--- src/rtl/mdw_pkg.sv ---
package mdw_pkg;

    typedef enum logic [1:0] {
        AUTO_OFF  = 2'b00,
        AUTO_WAKE = 2'b01,
        AUTO_DOZE = 2'b10,
        AUTO_BOTH = 2'b11
    } auto_mode_e;

    typedef struct packed {
        logic go;     // enable command
        logic stop;   // disable command
        logic flush;  // reset command
    } host_cmd_t;

    typedef struct packed {
        logic wake_hit;   // own address seen with wake active
        logic doze_hit;   // foreign address seen while receiving with doze active
        logic data_live;  // frame belongs to the data path
    } verdict_t;

    function automatic logic wake_active(auto_mode_e m);
        return (m == AUTO_WAKE) || (m == AUTO_BOTH);
    endfunction

    function automatic logic doze_active(auto_mode_e m);
        return (m == AUTO_DOZE) || (m == AUTO_BOTH);
    endfunction

    function automatic logic kills_frame(host_cmd_t c);
        return c.stop | c.flush;
    endfunction

endpackage

--- src/rtl/mdw_classify.sv ---
module mdw_classify
    import mdw_pkg::*;
#(
    parameter int DATA_W = 8
) (
    input  logic              rx_done,
    input  logic              rx_is_addr,
    input  logic [DATA_W-1:0] rx_char,
    input  logic [DATA_W-1:0] station_addr,
    input  auto_mode_e        mode,
    input  host_cmd_t         cmd,
    input  logic              en_q,
    input  logic              armed_q,
    output verdict_t          verdict
);
    logic own_addr;
    logic foreign_addr;
    logic live;

    always_comb begin
        own_addr     = rx_done && rx_is_addr && (rx_char == station_addr);
        foreign_addr = rx_done && rx_is_addr && (rx_char != station_addr);
        live         = rx_done && en_q && armed_q && !kills_frame(cmd);

        verdict.wake_hit  = own_addr && wake_active(mode);
        verdict.doze_hit  = live && foreign_addr && doze_active(mode);
        verdict.data_live = live;
    end

endmodule

--- src/rtl/mdw_gate_state.sv ---
module mdw_gate_state
    import mdw_pkg::*;
(
    input  logic      clk,
    input  logic      rst,
    input  host_cmd_t cmd,
    input  logic      rx_start,
    input  logic      rx_done,
    input  verdict_t  verdict,
    output logic      en_q,
    output logic      armed_q
);
    logic en_d;
    logic armed_d;

    always_comb begin
        if (verdict.wake_hit)      en_d = 1'b1;
        else if (kills_frame(cmd)) en_d = 1'b0;
        else if (verdict.doze_hit) en_d = 1'b0;
        else if (cmd.go)           en_d = 1'b1;
        else                       en_d = en_q;

        if (kills_frame(cmd))       armed_d = 1'b0;
        else if (rx_start && en_q)  armed_d = 1'b1;
        else if (rx_done)           armed_d = 1'b0;
        else                        armed_d = armed_q;
    end

    always_ff @(posedge clk) begin
        if (rst) begin
            en_q    <= 1'b0;
            armed_q <= 1'b0;
        end else begin
            en_q    <= en_d;
            armed_q <= armed_d;
        end
    end

endmodule

--- src/rtl/mdw_fifo_port.sv ---
module mdw_fifo_port
    import mdw_pkg::*;
#(
    parameter int DATA_W = 8
) (
    input  logic              clk,
    input  logic              rst,
    input  verdict_t          verdict,
    input  logic              keep_foreign,
    input  logic [DATA_W-1:0] rx_char,
    input  host_cmd_t         cmd,
    output logic              fifo_push,
    output logic [DATA_W-1:0] fifo_data,
    output logic              fifo_clear
);
    logic push_d;

    always_comb begin
        push_d = verdict.wake_hit
               || (verdict.data_live && !verdict.doze_hit)
               || (verdict.doze_hit && keep_foreign);
    end

    always_ff @(posedge clk) begin
        if (rst) begin
            fifo_push  <= 1'b0;
            fifo_data  <= '0;
            fifo_clear <= 1'b0;
        end else begin
            fifo_push  <= push_d;
            fifo_clear <= cmd.flush;
            if (push_d) fifo_data <= rx_char;
        end
    end

endmodule

--- src/rtl/mdw_wake_doze_ctrl.sv ---
module mdw_wake_doze_ctrl
    import mdw_pkg::*;
#(
    parameter int DATA_W = 8
) (
    input  logic              clk,
    input  logic              rst,
    input  logic              rx_start,
    input  logic              rx_done,
    input  logic [DATA_W-1:0] rx_char,
    input  logic              rx_is_addr,
    input  logic [DATA_W-1:0] station_addr,
    input  logic [1:0]        auto_mode,
    input  logic              keep_foreign,
    input  logic              cmd_enable,
    input  logic              cmd_disable,
    input  logic              cmd_reset,
    output logic              fifo_push,
    output logic [DATA_W-1:0] fifo_data,
    output logic              fifo_clear,
    output logic              rx_enabled
);
    host_cmd_t  cmd;
    auto_mode_e mode;
    verdict_t   verdict;
    logic       en_q;
    logic       armed_q;

    always_comb begin
        cmd.go    = cmd_enable;
        cmd.stop  = cmd_disable;
        cmd.flush = cmd_reset;
        mode      = auto_mode_e'(auto_mode);
    end

    mdw_classify #(.DATA_W(DATA_W)) u_classify (
        .rx_done      (rx_done),
        .rx_is_addr   (rx_is_addr),
        .rx_char      (rx_char),
        .station_addr (station_addr),
        .mode         (mode),
        .cmd          (cmd),
        .en_q         (en_q),
        .armed_q      (armed_q),
        .verdict      (verdict)
    );

    mdw_gate_state u_state (
        .clk      (clk),
        .rst      (rst),
        .cmd      (cmd),
        .rx_start (rx_start),
        .rx_done  (rx_done),
        .verdict  (verdict),
        .en_q     (en_q),
        .armed_q  (armed_q)
    );

    mdw_fifo_port #(.DATA_W(DATA_W)) u_port (
        .clk          (clk),
        .rst          (rst),
        .verdict      (verdict),
        .keep_foreign (keep_foreign),
        .rx_char      (rx_char),
        .cmd          (cmd),
        .fifo_push    (fifo_push),
        .fifo_data    (fifo_data),
        .fifo_clear   (fifo_clear)
    );

    assign rx_enabled = en_q;

endmodule

--- config.mk ---
export PLATFORM = sky130hd
export DESIGN_NAME = mdw_wake_doze_ctrl
export DESIGN_NICKNAME = d
export VERILOG_FILES = /design/src/rtl/mdw_pkg.sv /design/src/rtl/mdw_classify.sv /design/src/rtl/mdw_gate_state.sv /design/src/rtl/mdw_fifo_port.sv /design/src/rtl/mdw_wake_doze_ctrl.sv
export SDC_FILE = /design/constraint.sdc
export NUM_CORES = 1
export LEC_CHECK = 0
export ABC_AREA = 1
export BUFFER_PORTS_ARGS = -buffer_cell sky130_fd_sc_hd__buf_4
export CAP_MARGIN = 20
export CORE_ASPECT_RATIO = 0.8
export CORE_MARGIN = 2
export CORE_UTILIZATION = 40
export CTS_CLUSTER_SIZE = 25
export DETAILED_ROUTE_END_ITERATION = 7
export GPL_TIMING_DRIVEN = 0
export PLACE_DENSITY = 0.73
export SYNTH_ARGS = -nofsm -noshare
export SYNTH_HDL_FRONTEND = slang
export SYNTH_SLANG_ARGS = --single-unit
export TNS_END_PERCENT = 1
--- constraint.sdc ---
create_clock -name clk -period 3.4 [get_ports clk]
set_clock_uncertainty 0.15 [all_clocks]
set_input_delay 0.51 -clock clk [delete_from_list [all_inputs] [get_ports clk]]
set_output_delay 0.51 -clock clk [all_outputs]
set_load 0.01 [all_outputs]
==> qor.tcl <==
set qor(insertion_delay_ns) 0.26
set qor(drive_above_1_share_pct) 32.2
set qor(crit_type) {input port to flop}
set qor(resized_cells_post_cts) 0
set qor(number_of_remaining_drc_errors) 0
set qor(gp_routability_congestion) 0.737
set qor(yosysWarningCount) 0
set qor(vias) 734
set qor(cp_slowest_stage_delay_ns) 0.26
set qor(syn-instance-count) 106
set qor(fp.dieH_um) 41.2
set qor(clk_pin_slew_worst_paths_ns) 0.07
set qor(synth.top_cell.area_share_pct) 34.8
set qor(row_count) 13
set qor(cts_buffers) 3
set qor(cts_buffer_depth) 2
set qor(post-cts-setup-buffer-count) 0
set qor(postSynth.topFlopCell) {sky130_fd_sc_hd__dfxtp_1}
set qor(crit_buf_inv) 2
set qor(unrepaired_setup_endpoints_after_global_routing) {false}
set qor(ctsHtreeMaxLevel) 1
set qor(timing_worst_slew_pin_value_ns) 0.314
set qor(worst_path_max_delay_cell) {sky130_fd_sc_hd__nand4_2}
set qor(synthToLayoutAreaGrowth_pct) 47.5
set qor(cts-hold-fix-buffers) 0
set qor(detail_route.first_pass.iterations) 4
set qor(relSlewSlack_pct) 78.9
set qor(setup_slack_of_the_most_critical_reg_to_reg_path_ns) 1.92
set qor(power_total_uw) 273
set qor(grt_pass1_wl_um) 2510
set qor(finalInstanceArea_um2) 1020
set qor(vdd.ir_drop.worst_mv) 0.175
set qor(synth_seq_area_share_pct) 34.8
set qor(timing.critical_path.from) {rx_char[1]}
set qor(synthDominantAreaCellType) {sky130_fd_sc_hd__dfxtp_1}
set qor(cp.depth) 8
set qor(setup.worst_path.end_class) {flop}
set qor(worst_setup_path_endpoint) {u_port.fifo_data[0]}
set qor(fin_crit_ns) 1.65
set qor(number_of_flops_mapped_to_enable_cells_by_yosys) 0
set qor(synth_register_bits) 12
set qor(timing.final.setup_violations) 0
set qor(setup-tns-final_ns) 0
set qor(crit_arrival_ns) 1.67
set qor(max_freq_mhz) 604
set qor(fraction_of_registers_with_async_set_reset_pct) 0
set qor(final_min_period_over_clock_period_pct) 48.7
set qor(wl_per_cell_um) 9.04
set qor(postRouteWirelength_um) 1520
set qor(cts.sink_count) 12
set qor(design.final.nets) 175
set qor(ff_to_ff_start) {u_state.en_q}
set qor(grtUsageTotal_pct) 16.8
set qor(post_place_setup_slack_ns) 1.45
set qor(synth_area_per_cell_um2) 6.52
set qor(gr-total-overflow) 0
set qor(synthTopCellsByCount) {sky130_fd_sc_hd__nand2_1, sky130_fd_sc_hd__inv_1, sky130_fd_sc_hd__dfxtp_1}
set qor(yosys.cell_types.count) 16
set qor(post-synth-top-count-cell) {sky130_fd_sc_hd__nand2_1}
set qor(cts-root-buf) {sky130_fd_sc_hd__clkbuf_4}
set qor(grt_antenna_before_repair) 0
set qor(synthTopCellsByArea) {sky130_fd_sc_hd__dfxtp_1, sky130_fd_sc_hd__nand2_1, sky130_fd_sc_hd__inv_1}
set qor(max_cap_violations) 0
set qor(drt-vias-per-instance) 4.37
set qor(worst_r2r_endpoint) {u_port.fifo_data[1]}
set qor(hp-class) {input port to flop}
set qor(cp-start-kind) {input port}
set qor(grt_start_max_net_pins) 11
set qor(drt_iter0_drc) 10
set qor(worst_path_dominant_cell_family) {simple AND/OR/NAND/NOR gates}
set qor(crit_fanout) 10
set qor(report.final.hold_viol_count) 0
set qor(power.density_cell_area_nw_per_um2) 268
set qor(synthesis.area_um2) 691
set qor(leak_pwr_uw) 0.000569
set qor(timing.critical_path.required_ns) 3.41
set qor(grt_pass1_vias) 627
set qor(slew_violations) 0
set qor(start_util_pct) 42.5
set qor(port_buffers) 37
set qor(setup_slack_ns) 1.75
set qor(floorplan.die_area_um2) 2080
set qor(critical_path.cell_chain) {buf_4 -> xnor2_1 -> nand2_1 -> nor2_2 -> nand4_2 -> buf_6 -> a21oi_1 -> nor2_1}
set qor(hpwl_detailed_um) 1230
set qor(die_x_um) 50.5
set qor(core-area_um2) 1630
set qor(n_antenna_cell) 0
set qor(drtAntennaViolNets) 0
set qor(outcome) {finished clean}
set qor(synth_fp_nets) 133
set qor(tritoncts_clock_tree) {yes}
set qor(dpl_cell_area_um2) 996
set qor(worstRegToRegCells) 8
set qor(io_pins) 38
==> how the worst min path moves through the flow <==
| stage | startpoint | to | slack, ns | depth (start not counted) |
|---|---|---|---|---|
| 2_1_floorplan | u_state.armed_q | u_state.armed_q | 0.36 | 2 |
| 3_3_place_gp | u_port.fifo_data[6] | u_port.fifo_data[6] | 0.38 | 4 |
| 3_5_place_dp | u_port.fifo_data[2] | u_port.fifo_data[2] | 0.39 | 4 |
| 4_1_cts | cmd_disable | u_state.armed_q | 0.27 | 2 |
| 5_1_grt | cmd_disable | u_state.armed_q | 0.26 | 2 |
| 6_report | cmd_disable | u_state.armed_q | 0.27 | 2 |
==> power breakdown <==
part / switching, uW / internal [uW] / leakage [uW]
registers: 0.536 / 142 / 0.0000970
clock network: 42.7 / 40.9 / 0.0000138
logic: 19.3 / 28.3 / 0.000458
total: 62.6 / 211 / 0.000569
==> layout make-up <==
cell class              instances  area (um2)
multi-input cells              70         345
clock buffers                   3        22.5
repair buffers                 37         278
inverters                      22        82.6
fillers                       163         608
flip-flops and latches         12         240
well taps                      22        27.5
plain buffers                   2        22.5
==> layer usage <==
metal	vias to the layer above	wire [um]	track usage (%)	part of all wire [%]
met2	24	711	30.3	47
met3	2	105	5.84	6.9
li1	406	-	-	-
met1	302	683	19.2	45
met5	-	0	0	0
met4	0	19	6.08	1.3
==> kinds of logic (layout without fill, tap and decap cells) <==
| logic type | Yosys count | in the layout | share of synthesized area, % |
|---|---|---|---|
| simple gates | 54 | 54 | 35.5 |
| compound gates | 12 | 12 | 9.42 |
| buf+inv | 24 | 64 | 15.2 |
| flops | 12 | 12 | 34.8 |
| xor+xnor | 4 | 4 | 5.07 |
==> state kept, by name (all words and copies together), names as in the netlist <==
| name | cells |
|---|---|
| u_port.fifo_data | 8 |
| u_port.fifo_clear | 1 |
| u_port.fifo_push | 1 |
| u_state.armed_q | 1 |
| u_state.en_q | 1 |
==> placed cells by master (no fill, tap or decap) <==
cell and count:
sky130_fd_sc_hd__buf_4 37, sky130_fd_sc_hd__nand2_1 28, sky130_fd_sc_hd__inv_1 22, sky130_fd_sc_hd__dfxtp_1 12
sky130_fd_sc_hd__nor2_1 11, sky130_fd_sc_hd__a21oi_1 10, sky130_fd_sc_hd__nand3_1 8, sky130_fd_sc_hd__xnor2_1 4
sky130_fd_sc_hd__clkbuf_4 3, sky130_fd_sc_hd__nor2_2 2, sky130_fd_sc_hd__buf_6 2, sky130_fd_sc_hd__nand4_1 1
sky130_fd_sc_hd__nand3_2 1, sky130_fd_sc_hd__nand2_4 1, sky130_fd_sc_hd__nand4_2 1, sky130_fd_sc_hd__a22oi_1 1
sky130_fd_sc_hd__nor4_1 1, sky130_fd_sc_hd__o211ai_1 1
==> per-stage QoR <==
stage	instances	hold slack, ns	utilization (%)
after global routing	168	0.262	62.6
after global placement	165	0.377	61.2
final	168	0.274	62.6
after detailed placement	165	0.386	61.2
after CTS	168	0.270	62.6
after floorplan	106	0.365	-
No activity file was read; power rests on OpenSTA's default activity.
